<file path="src/rtl/agu_pkg.sv">
package agu_pkg;
  localparam int MODE_W = 4;

  typedef enum logic [MODE_W-1:0] {
    AM_ZP     = 4'd0,
    AM_ZPX    = 4'd1,
    AM_ZPY    = 4'd2,
    AM_ABS    = 4'd3,
    AM_ABSX   = 4'd4,
    AM_ABSY   = 4'd5,
    AM_INDX   = 4'd6,
    AM_INDY   = 4'd7,
    AM_IND    = 4'd8,
    AM_REL    = 4'd9,
    AM_BITZP  = 4'd10,
    AM_BITREL = 4'd11,
    AM_SPJ    = 4'd12
  } am_e;

  typedef enum logic [1:0] {
    PS_IDLE,
    PS_RDLO,
    PS_RDHI,
    PS_FIN
  } ps_e;
endpackage

</file>
<file path="src/rtl/agu_index_add.sv">
module agu_index_add #(
  parameter int DW = 8
) (
  input  logic [2*DW-1:0] base,
  input  logic [DW-1:0]   idx,
  input  logic            in_page,
  output logic [2*DW-1:0] sum,
  output logic            carry_out
);
  logic [DW:0]   lo_sum;
  logic [DW-1:0] hi;

  always_comb begin
    lo_sum = {1'b0, base[DW-1:0]} + {1'b0, idx};
    if (in_page) begin
      hi        = base[2*DW-1:DW];
      carry_out = 1'b0;
    end else begin
      hi        = base[2*DW-1:DW] + {{(DW-1){1'b0}}, lo_sum[DW]};
      carry_out = lo_sum[DW];
    end
    sum = {hi, lo_sum[DW-1:0]};
  end
endmodule

</file>
<file path="src/rtl/agu_mode_calc.sv">
module agu_mode_calc
  import agu_pkg::*;
#(
  parameter int DW = 8,
  parameter int BW = 3
) (
  input  logic [MODE_W-1:0] mode,
  input  logic [DW-1:0]     op0,
  input  logic [DW-1:0]     op1,
  input  logic [DW-1:0]     xi,
  input  logic [DW-1:0]     yi,
  input  logic [2*DW-1:0]   pc,
  input  logic [BW-1:0]     bnum,
  output logic              is_ind,
  output logic [2*DW-1:0]   ptr_addr,
  output logic              ptr_in_page,
  output logic [DW-1:0]     post_idx,
  output logic [2*DW-1:0]   d_ea,
  output logic [2*DW-1:0]   d_br,
  output logic [BW-1:0]     d_bit,
  output logic              d_cross
);
  localparam int AW = 2 * DW;

  logic [AW-1:0] add_base;
  logic [DW-1:0] add_idx;
  logic          add_page;
  logic [AW-1:0] add_sum;
  logic          add_carry;
  logic [DW-1:0] rel_off;
  logic [AW-1:0] rel_tgt;

  // one shared adder serves all indexed forms and the (zp,X) pointer sum
  agu_index_add #(.DW(DW)) u_idx_add (
    .base      (add_base),
    .idx       (add_idx),
    .in_page   (add_page),
    .sum       (add_sum),
    .carry_out (add_carry)
  );

  always_comb begin
    add_base    = {{DW{1'b0}}, op0};
    add_idx     = '0;
    add_page    = 1'b1;
    is_ind      = 1'b0;
    ptr_in_page = 1'b1;
    post_idx    = '0;
    rel_off     = op0;
    case (mode)
      AM_ZPX:    add_idx = xi;
      AM_ZPY:    add_idx = yi;
      AM_ABS:    begin add_base = {op1, op0}; add_page = 1'b0; end
      AM_ABSX:   begin add_base = {op1, op0}; add_page = 1'b0; add_idx = xi; end
      AM_ABSY:   begin add_base = {op1, op0}; add_page = 1'b0; add_idx = yi; end
      AM_INDX:   begin is_ind = 1'b1; add_idx = xi; end
      AM_INDY:   begin is_ind = 1'b1; post_idx = yi; end
      AM_IND:    begin is_ind = 1'b1; ptr_in_page = 1'b0; end
      AM_BITREL: rel_off = op1;
      default:   ;
    endcase
  end

  assign rel_tgt = pc + {{DW{rel_off[DW-1]}}, rel_off};

  always_comb begin
    d_ea     = add_sum;
    d_br     = pc;
    d_bit    = '0;
    d_cross  = add_carry;
    ptr_addr = add_sum;
    case (mode)
      AM_IND:    ptr_addr = {op1, op0};
      AM_REL:    begin d_ea = rel_tgt; d_br = rel_tgt; end
      AM_BITZP:  d_bit = bnum;
      AM_BITREL: begin d_bit = bnum; d_br = rel_tgt; end
      AM_SPJ:    d_ea = {{DW{1'b1}}, op0};
      default:   ;
    endcase
  end
endmodule

</file>
<file path="src/rtl/agu_ptr_seq.sv">
module agu_ptr_seq
  import agu_pkg::*;
#(
  parameter int DW = 8
) (
  input  logic            clk,
  input  logic            rst_n,
  input  logic            start,
  input  logic [2*DW-1:0] ptr_addr,
  input  logic            ptr_in_page,
  input  logic [DW-1:0]   rdata,
  output logic            idle,
  output logic            rd_en,
  output logic [2*DW-1:0] rd_addr,
  output logic            fin,
  output logic [2*DW-1:0] ptr_val
);
  localparam int AW = 2 * DW;
  localparam logic [DW-1:0] ONE = {{(DW-1){1'b0}}, 1'b1};

  ps_e           state;
  logic [AW-1:0] base_q;
  logic          page_q;
  logic [DW-1:0] lo_q;
  logic [AW-1:0] next_addr;
  logic          next_carry;

  // second pointer byte: same page rule as the first
  agu_index_add #(.DW(DW)) u_inc (
    .base      (base_q),
    .idx       (ONE),
    .in_page   (page_q),
    .sum       (next_addr),
    .carry_out (next_carry)
  );

  always_ff @(posedge clk or negedge rst_n) begin
    if (!rst_n) begin
      state  <= PS_IDLE;
      base_q <= '0;
      page_q <= 1'b0;
      lo_q   <= '0;
    end else begin
      case (state)
        PS_IDLE: if (start) begin
          base_q <= ptr_addr;
          page_q <= ptr_in_page;
          state  <= PS_RDLO;
        end
        PS_RDLO: state <= PS_RDHI;
        PS_RDHI: begin
          lo_q  <= rdata;
          state <= PS_FIN;
        end
        default: state <= PS_IDLE;
      endcase
    end
  end

  assign idle    = (state == PS_IDLE);
  assign rd_en   = (state == PS_RDLO) || (state == PS_RDHI);
  assign rd_addr = (state == PS_RDHI) ? next_addr : base_q;
  assign fin     = (state == PS_FIN);
  assign ptr_val = {rdata, lo_q};
endmodule

</file>
<file path="src/rtl/agu_core.sv">
module agu_core
  import agu_pkg::*;
#(
  parameter int DATA_W = 8,
  localparam int AW = 2 * DATA_W,
  localparam int BW = $clog2(DATA_W)
) (
  input  logic              clk,
  input  logic              rst_n,
  input  logic              req_valid,
  output logic              req_ready,
  input  logic [MODE_W-1:0] req_mode,
  input  logic [DATA_W-1:0] req_op0,
  input  logic [DATA_W-1:0] req_op1,
  input  logic [DATA_W-1:0] req_x,
  input  logic [DATA_W-1:0] req_y,
  input  logic [AW-1:0]     req_pc,
  input  logic [BW-1:0]     req_bit,
  output logic              mem_rd_en,
  output logic [AW-1:0]     mem_addr,
  input  logic [DATA_W-1:0] mem_rdata,
  output logic [AW-1:0]     ea,
  output logic [AW-1:0]     br_target,
  output logic [BW-1:0]     bit_idx,
  output logic              page_cross,
  output logic              done
);
  logic              accept;
  logic              is_ind;
  logic [AW-1:0]     ptr_addr;
  logic              ptr_in_page;
  logic [DATA_W-1:0] post_idx;
  logic [AW-1:0]     d_ea;
  logic [AW-1:0]     d_br;
  logic [BW-1:0]     d_bit;
  logic              d_cross;
  logic              seq_idle;
  logic              seq_fin;
  logic [AW-1:0]     ptr_val;
  logic [AW-1:0]     ind_ea;
  logic              ind_cross;
  logic [DATA_W-1:0] pidx_q;
  logic [AW-1:0]     pc_q;
  logic [AW-1:0]     ea_q;
  logic [AW-1:0]     br_q;
  logic [BW-1:0]     bit_q;
  logic              cross_q;
  logic              done_q;

  assign req_ready = seq_idle;
  assign accept    = req_valid && req_ready;

  agu_mode_calc #(.DW(DATA_W), .BW(BW)) u_calc (
    .mode        (req_mode),
    .op0         (req_op0),
    .op1         (req_op1),
    .xi          (req_x),
    .yi          (req_y),
    .pc          (req_pc),
    .bnum        (req_bit),
    .is_ind      (is_ind),
    .ptr_addr    (ptr_addr),
    .ptr_in_page (ptr_in_page),
    .post_idx    (post_idx),
    .d_ea        (d_ea),
    .d_br        (d_br),
    .d_bit       (d_bit),
    .d_cross     (d_cross)
  );

  agu_ptr_seq #(.DW(DATA_W)) u_seq (
    .clk         (clk),
    .rst_n       (rst_n),
    .start       (accept && is_ind),
    .ptr_addr    (ptr_addr),
    .ptr_in_page (ptr_in_page),
    .rdata       (mem_rdata),
    .idle        (seq_idle),
    .rd_en       (mem_rd_en),
    .rd_addr     (mem_addr),
    .fin         (seq_fin),
    .ptr_val     (ptr_val)
  );

  // post-index on the fetched pointer (zero for modes without it)
  agu_index_add #(.DW(DATA_W)) u_post_add (
    .base      (ptr_val),
    .idx       (pidx_q),
    .in_page   (1'b0),
    .sum       (ind_ea),
    .carry_out (ind_cross)
  );

  always_ff @(posedge clk or negedge rst_n) begin
    if (!rst_n) begin
      pidx_q  <= '0;
      pc_q    <= '0;
      ea_q    <= '0;
      br_q    <= '0;
      bit_q   <= '0;
      cross_q <= 1'b0;
      done_q  <= 1'b0;
    end else begin
      done_q <= 1'b0;
      if (accept) begin
        pidx_q <= post_idx;
        pc_q   <= req_pc;
        if (!is_ind) begin
          ea_q    <= d_ea;
          br_q    <= d_br;
          bit_q   <= d_bit;
          cross_q <= d_cross;
          done_q  <= 1'b1;
        end
      end
      if (seq_fin) begin
        ea_q    <= ind_ea;
        br_q    <= pc_q;
        bit_q   <= '0;
        cross_q <= ind_cross;
        done_q  <= 1'b1;
      end
    end
  end

  assign ea         = ea_q;
  assign br_target  = br_q;
  assign bit_idx    = bit_q;
  assign page_cross = cross_q;
  assign done       = done_q;
endmodule

</file>
<file path="config.mk">
export PLATFORM = sky130hd
export DESIGN_NAME = agu_core
export DESIGN_NICKNAME = d
export VERILOG_FILES = /design/src/rtl/agu_pkg.sv /design/src/rtl/agu_index_add.sv /design/src/rtl/agu_mode_calc.sv /design/src/rtl/agu_ptr_seq.sv /design/src/rtl/agu_core.sv
export SDC_FILE = /design/constraint.sdc
export NUM_CORES = 1
export LEC_CHECK = 0
export BUFFER_PORTS_ARGS = -buffer_cell sky130_fd_sc_hd__buf_2
export CORE_UTILIZATION = 58
export CTS_BUF_LIST = sky130_fd_sc_hd__clkbuf_8
export CTS_CLUSTER_SIZE = 20
export DETAILED_ROUTE_END_ITERATION = 10
export PLACE_DENSITY = 0.83
export SETUP_SLACK_MARGIN = 0.5
export SLEW_MARGIN = 30
export SYNTH_ARGS = -nofsm -noshare
export SYNTH_HDL_FRONTEND = slang
export SYNTH_SLANG_ARGS = --single-unit
</file>
<file path="constraint.sdc">
create_clock -name clk -period 3.9 [get_ports clk]
set_input_delay 0.585 -clock clk [delete_from_list [all_inputs] [get_ports clk]]
set_output_delay 0.585 -clock clk [all_outputs]
set_load 0.1 [all_outputs]
</file>
# After elaboration in Yosys (flattened, before gate mapping)
# Index checks and enable logic that the tools add are counted.
classes:
  reduce_logical: 13
  addsub: 7
  eq_ne: 17
  mux: 31
op_table:
  columns: ["op", "n"]
  rows:
  - ["16-bit two-way mux", 10]
  - ["8-bit two-way mux", 4]
  - ["16-bit case mux with 2 select lines", 1]
  - ["8-bit by 1-bit adder with 8-bit output", 3]
  - ["4-bit equality test (second input constant)", 5]
  - ["8-bit by 8-bit adder with 9-bit output", 2]
  - ["16-bit adder", 1]
  - ["4-bit by 3-bit equality test with 1-bit output (second input constant)", 4]
  - ["8-bit case mux with 2 select lines", 1]
  - ["3-bit two-way mux", 4]
  - ["8-bit by 1-bit adder with 9-bit output (second input constant)", 1]
  - ["1-bit two-way mux", 9]
  - ["3-bit OR reduction", 3]
  - ["4-bit by 2-bit equality test with 1-bit output (second input constant)", 2]
  - ["2-bit case mux with 3 select lines", 1]
  - ["2-bit OR reduction", 3]
  - ["2-bit equality test (second input constant)", 2]
  - ["4-bit by 1-bit equality test with 1-bit output (second input constant)", 1]
  - ["2-bit by 1-bit != test with 1-bit output (second input constant)", 2]
  - ["2-bit AND reduction", 2]
  - ["2-bit by 1-bit equality test with 1-bit output (second input constant)", 1]
  - ["1-bit logical AND", 2]
  - ["2-bit zero test", 1]
  - ["2-bit two-way mux", 1]
  - ["other kinds (2)", 2]
totals:
  output_inout_bits: 55
  ff_bits: 88
  wordCells: 79
  input_bits: 66

# Longest topological paths before layout
logic_depth:
  depth_word: 10
  ltp_mapped: 21
  depth_no_buf: 19

# Cells and area by module
# Synthesis repeated with hierarchy kept, for this count alone.
hier_totals:
  cells_unflattened: 828
  area_unflattened_um2: 7707.4
modules_own_cells:
  columns: ["mod", "cells_per_inst", "n_inst", "area_each_um2", "seq_area_each_um2"]
  rows:
  - ["agu_core", 249, 1, 2712.6, 1526.5]
  - ["agu_mode_calc", 319, 1, 2195.9, 0.0]
  - ["agu_ptr_seq", 93, 1, 1400.1, 675.6]
  - ["agu_index_add at u_post_add ...", 56, 2, 465.4, 0.0]
  - ["agu_index_add at u_calc.u_idx_add", 55, 1, 467.9, 0.0]

# Worst setup path before layout
# Ideal clock, no wire load.
synth_path:
  kind: "input to register"
  from: "input req_mode[0]"
  to: "register ea_q[14], in the netlist ea[14]"
  path_stages: 21
  setup_ns: 0.088
  path_slack_ns: -0.276
  n_path_buf: 3
  t_required_ns: 3.812
  t_arrival_ns: 4.088
  path_cell_list: "buf_4 > clkbuf_1 > clkbuf_1 > a221oi_1 > nor3_1 > ha_1 > fa_1 > a21o_1 > a21oi_1 > nor2b_1 > o31ai_1 > a21oi_1 > ha_1 > ha_1 > and3_1 > nand3_1 > xnor2_1 > a21oi_1 > nor2_1 > o22ai_1 > nor3b_1"
synth_between:
  elab_chain_len: 10
  elab_cells_between_ends: 29
  classes_between: "add/sub (3); eq/ne (12); mux (9); reduce/logical (5)"
synth_rtl:
  columns: ["element", "line", "rtl"]
  rows:
  - ["start: declaration", "agu_core.sv:12", "input logic [MODE_W-1:0] req_mode,"]
  - ["4-bit by 1-bit equality test with 1-bit output, or another cell as far along", "agu_mode_calc.sv:50", "case (mode)"]
  - ["3-bit OR reduction (no line) / 2-bit OR reduction (equally long branches)", null, null]
  - ["8-bit case mux with 2 select lines", "agu_mode_calc.sv:50", null]
  - ["8-bit by 8-bit adder with 9-bit output", "agu_index_add.sv:14", "lo_sum = {1'b0, base[DW-1:0]} + {1'b0, idx};"]
  - ["8-bit by 1-bit adder with 8-bit output", "agu_index_add.sv:19", "hi = base[2*DW-1:DW] + {{(DW-1){1'b0}}, lo_sum[DW]};"]
  - ["8-bit two-way mux", "agu_index_add.sv:15", "if (in_page) begin"]
  - ["16-bit case mux with 2 select lines", "agu_mode_calc.sv:72", "case (mode)"]
  - ["16-bit two-way mux", "agu_core.sv:108", "if (!is_ind) begin"]
  - ["16-bit two-way mux", "agu_core.sv:105", "if (accept) begin"]
  - ["16-bit two-way mux", "agu_core.sv:116", "if (seq_fin) begin"]
  - ["end signal: assignment", "agu_core.sv:117", "ea_q <= ind_ea;"]
  - ["end: declaration", "agu_core.sv:44", "logic [AW-1:0] ea_q;"]
# Several ways; a longest one is shown, not always the timed one. The select of a mux whose other input is x is not followed.
# A chain may end at the register's enable or synchronous reset.

# Worst setup path after layout
layout_path:
  from: "input req_mode[1]"
  to: "register u_seq.base_q[15]"
layout_between:
  elab_chain_len: 7
  elab_cells_between_ends: 21
  classes_between: "add/sub (2); eq/ne (8); mux (5); reduce/logical (6)"
layout_rtl:
  columns: ["element", "line", "rtl"]
  rows:
  - ["4-bit by 1-bit equality test with 1-bit output, or another cell as far along", "agu_mode_calc.sv:50", null]
  - ["3-bit OR reduction (no line) / 2-bit OR reduction (equally long branches)", null, null]
  - ["8-bit case mux with 2 select lines", "agu_mode_calc.sv:50", null]
  - ["8-bit by 8-bit adder with 9-bit output", "agu_index_add.sv:14", null]
  - ["8-bit by 1-bit adder with 8-bit output", "agu_index_add.sv:19", null]
  - ["8-bit two-way mux", "agu_index_add.sv:15", null]
  - ["16-bit two-way mux", "agu_mode_calc.sv:72", null]
  - ["end signal: assignment", "agu_ptr_seq.sv:46", "base_q <= ptr_addr;"]
  - ["end: declaration", "agu_ptr_seq.sv:22", "logic [AW-1:0] base_q;"]
# Several ways; a longest one is shown, not always the timed one.

==> run_results.csv <==
group,metric,value,unit
outcome,status,"finished clean",
global_route,grt_util_met2,0.553,
power,cellPowerDensity,801,nW/um^2
sta,setup_viol,0,
sta,slew_violations,0,
die,rows,38,
sta,hold_viol,0,
layout,design_area,7790,sq um
layout,fillers,859,
drt,wl_per_cell,19.6,um
power,swShare,0.601,
sta,clock_skew,0.0124,ns
drt,viasPerCell,6.36,
critical_path,crit_family,"compound AO/OA/AOI/OAI gates",
power,p_int,2.49,mW
yosys,syn_area_per_cell,8.50,sq um
clock_network,cts_hold_buffers,0,
die,pin_count,121,
layout,drive_above_1_share,0.256,
sta,worst_slew_pin_slew,1.02,ns
yosys,synth_edf_count,0,
global_route,grt_max_degree,68,
clock_network,cts_buffers,9,
yosys,synth_area_leader_cell,"dfrtp_1",
drt,finalWirelength,20300,um
yosys,syn_inst,764,
die,fp.dieH,108,um
critical_path,worstPathMaxFanout,14,
drt,vias,6566,
sta,setup_tns,0,ns
critical_path,start_kind,"input pin",
power,total_leakage_power,3.69,nW
clock_network,clk_pin_slew_worst_paths,0.10,ns
yosys,ys_seq_area_frac,0.339,
sta,max_freq,0.295,GHz
critical_path,cp_cell_sequence,"buf_6, buf_4, o21a_1, nor3_2, ha_2, fa_2, a21o_1, a21oi_2, nor2b_2, o31ai_4, a21oi_2, ha_2, buf_4, nand3_1, nor2_2, nand4_1, buf_4, a21o_1, a21oi_1, o21ai_1",
sta,relSlewSlack,0.314,
sta,finalCritPeriodShare,0.868,
drt,postRouteAntennaNets,0,
global_route,met3_usage,0.0545,
layout,diodes,0,
yosys,yosys.area.top_type_share,0.339,
drt,drcViolationCount,0,
layout,syn_to_final_growth,19.9,%
layout,final_cell_mix,"nand2_1, buf_2, dfrtp_1",
global_route,globalRouteMet1Util,0.495,
power,clkPwrFrac,0.109,
layout,final_net_count,998,
clock_network,clock_path_buffers,2,
placed_design,gp_congestion,0.920,
yosys,yosys_register_bits,88,
placed_design,io_buffers,120,
placed_design,dp_hpwl,15400,um
yosys,yosys_most_used_dff,"dfrtp_1",
power,vdd_drop_max,0.000949,V
critical_path,max_stage_delay,0.22,ns
drt,drt_first_pass_iters,6,
clock_network,clock_latency,0.38,ns
power,comb_power_share,0.637,
global_route,antenna_found_initial,0,
power,seqPwrFrac,0.254,
clock_network,clock_tree.root_cell,"clkbuf_8",
sta,grt_setup_unrepaired,"yes",
yosys,synth_nets,874,
yosys,synth_area_leaders,"dfrtp_1, ha_1, nand2_1",
critical_path,critical_path_arrival,3.61,ns
yosys,syn_area,6490,sq um
yosys,async_reset_ff_frac,1.00,
die,fp.dieArea,11600,sq um
global_route,grt_pass1_wl,31700,um
global_route,grt_usage,0.357,
critical_path,path_class,"input pin to flop",
critical_path,cp.required,4.12,ns
critical_path,cp_common_cell,"buf_4",
critical_path,path_buf_inv,4,
yosys,synthesis.yosys.warnings,0,
die,die_w,108,um
clock_network,cts.sink_count,88,
die,core_area,10900,sq um
flow_run,max_cap_viol_count,0,
layout,final_common_cell,"nand2_1",
global_route,grt_busiest_layer,"met2",
die,start_util,0.596,
clock_network,htreeDepth,3,
global_route,grt_overflow,0,
drt,drtIter0Drc,477,
critical_path,critPathCaptureType,"flop",
power,p_switching,3.75,mW
yosys,netlist-cell-type-count,67,
min_path,hold_class,"input pin to async pin",
sta,fin_crit,3.39,ns
global_route,grt_pass1_vias,6207,
placed_design,placed_cell_area,7400,sq um
critical_path,slowest_stage,"ha_2",
clock_network,cts_tree,"done",
==> worst register-to-register path: cells and delay by family (launching register included) <==
kind	cells	cell delay [ns]
compound gates	4	0.68
xor+xnor	1	0.26
fa+ha+maj	4	0.85
buf+inv	1	0.07
flops	1	0.41
simple gates	7	0.81
==> stage by stage <==
stage               hold WS (ns)  cells  total power, mW  setup slack [ns]  utilization
finish                     0.283   1033             6.24             0.514        0.715
global route               0.383   1033             6.52             0.348        0.715
CTS                        0.334   1028             6.20             0.501        0.700
detailed placement         0.463   1012             5.52            0.0368        0.680
global placement           0.458   1012             5.44            0.0872        0.680
floorplan                  0.289    764             4.72             0.126            -
==> final timing paths <==
check / slack (ns) / endpoint / depth (start not counted) / start
min: 0.28 / u_seq.lo_q[2]$_DFFE_PN0P_ / 1 / rst_n
max reg2reg: 0.68 / ea[14]$_DFFE_PN0P_ / 17 / u_seq.lo_q[0]$_DFFE_PN0P_
max: 0.51 / u_seq.base_q[15]$_DFFE_PN0P_ / 20 / req_mode[1]
min reg2reg: 0.49 / pc_q[3]$_DFFE_PN0P_ / 2 / pc_q[3]$_DFFE_PN0P_
min in group clk: 0.44 / pc_q[13]$_DFFE_PN0P_ / 3 / req_pc[13]
max in group asynchronous: 2.75 / br_target[13]$_DFFE_PN0P_ / 2 / rst_n
==> metal layers <==
layer,part of all wire,vias to the layer above
met2,0.45,325
met1,0.44,3191
met5,0,-
met4,0.031,0
li1,-,2994
met3,0.082,56
==> synthesized netlist by cell type (4+ instances only) <==
master and n:
nor2b_1 5, and3_1 11, inv_1 18, a221oi_1 16
mux2i_1 19, o211ai_1 7, nand4_1 8, dfrtp_1 88
a21oi_1 51, o21a_1 15, ha_1 41, mux2_2 19
and2_1 5, nor2_1 38, a211oi_1 8, nand2_1 134
a22o_1 10, o22ai_1 4, nor3_1 25, o21ai_0 47
xor2_1 21, clkbuf_1 37, nand3_1 30, or3_1 8
xnor2_1 24, a21o_1 10
==> registers in the layout (all words and copies together), names as in the netlist <==
| name | cells |
|---|---|
| page_cross | 1 |
| pc_q | 16 |
| ea | 16 |
| bit_idx | 3 |
| u_seq.page_q | 1 |
| u_seq.base_q | 16 |
| pidx_q | 8 |
| br_target | 16 |
| u_seq.state | 2 |
| u_seq.lo_q | 8 |
| done | 1 |
==> kinds of logic (layout without fill, tap and decap cells) <==
kind of cell,after synthesis,in the layout,share of synthesized area
fa+ha+maj,44,44,0.0883
buf+inv,64,193,0.0393
simple gates,282,282,0.204
flops,88,88,0.339
mux,40,40,0.0665
xor+xnor,45,45,0.0607
compound gates,201,201,0.202
==> repair_timing <==
action                                 in CTS  in global routing
setup endpoints to repair                   4                  9
resized for setup                           4                 21
buffers inserted                            0                  5
endpoints found under the hold margin       0                  0
pin swaps                                   2                 20
==> power by group through the flow <==
stage | Combinational [mW] | Sequential, mW | Clock, mW
floorplan | 1.91 | 2.81 | 0
global placement | 3.86 | 1.58 | 0
detailed placement | 3.92 | 1.60 | 0
CTS | 3.94 | 1.58 | 0.680
global route | 4.19 | 1.62 | 0.712
finish | 3.97 | 1.59 | 0.678
==> final cells by class <==
type                            instances  area (sq um)  area share
Clock inverter                          6          66.3     0.00852
Timing Repair Buffer                  157           901       0.116
Clock buffer                           10           138      0.0177
Inverter                               20          75.1     0.00964
Sequential cell                        88          2200       0.283
Tap cell                              140           175      0.0225
Multi-Input combinational cell        612          4230       0.543
Power figures use the tool's default switching activity.
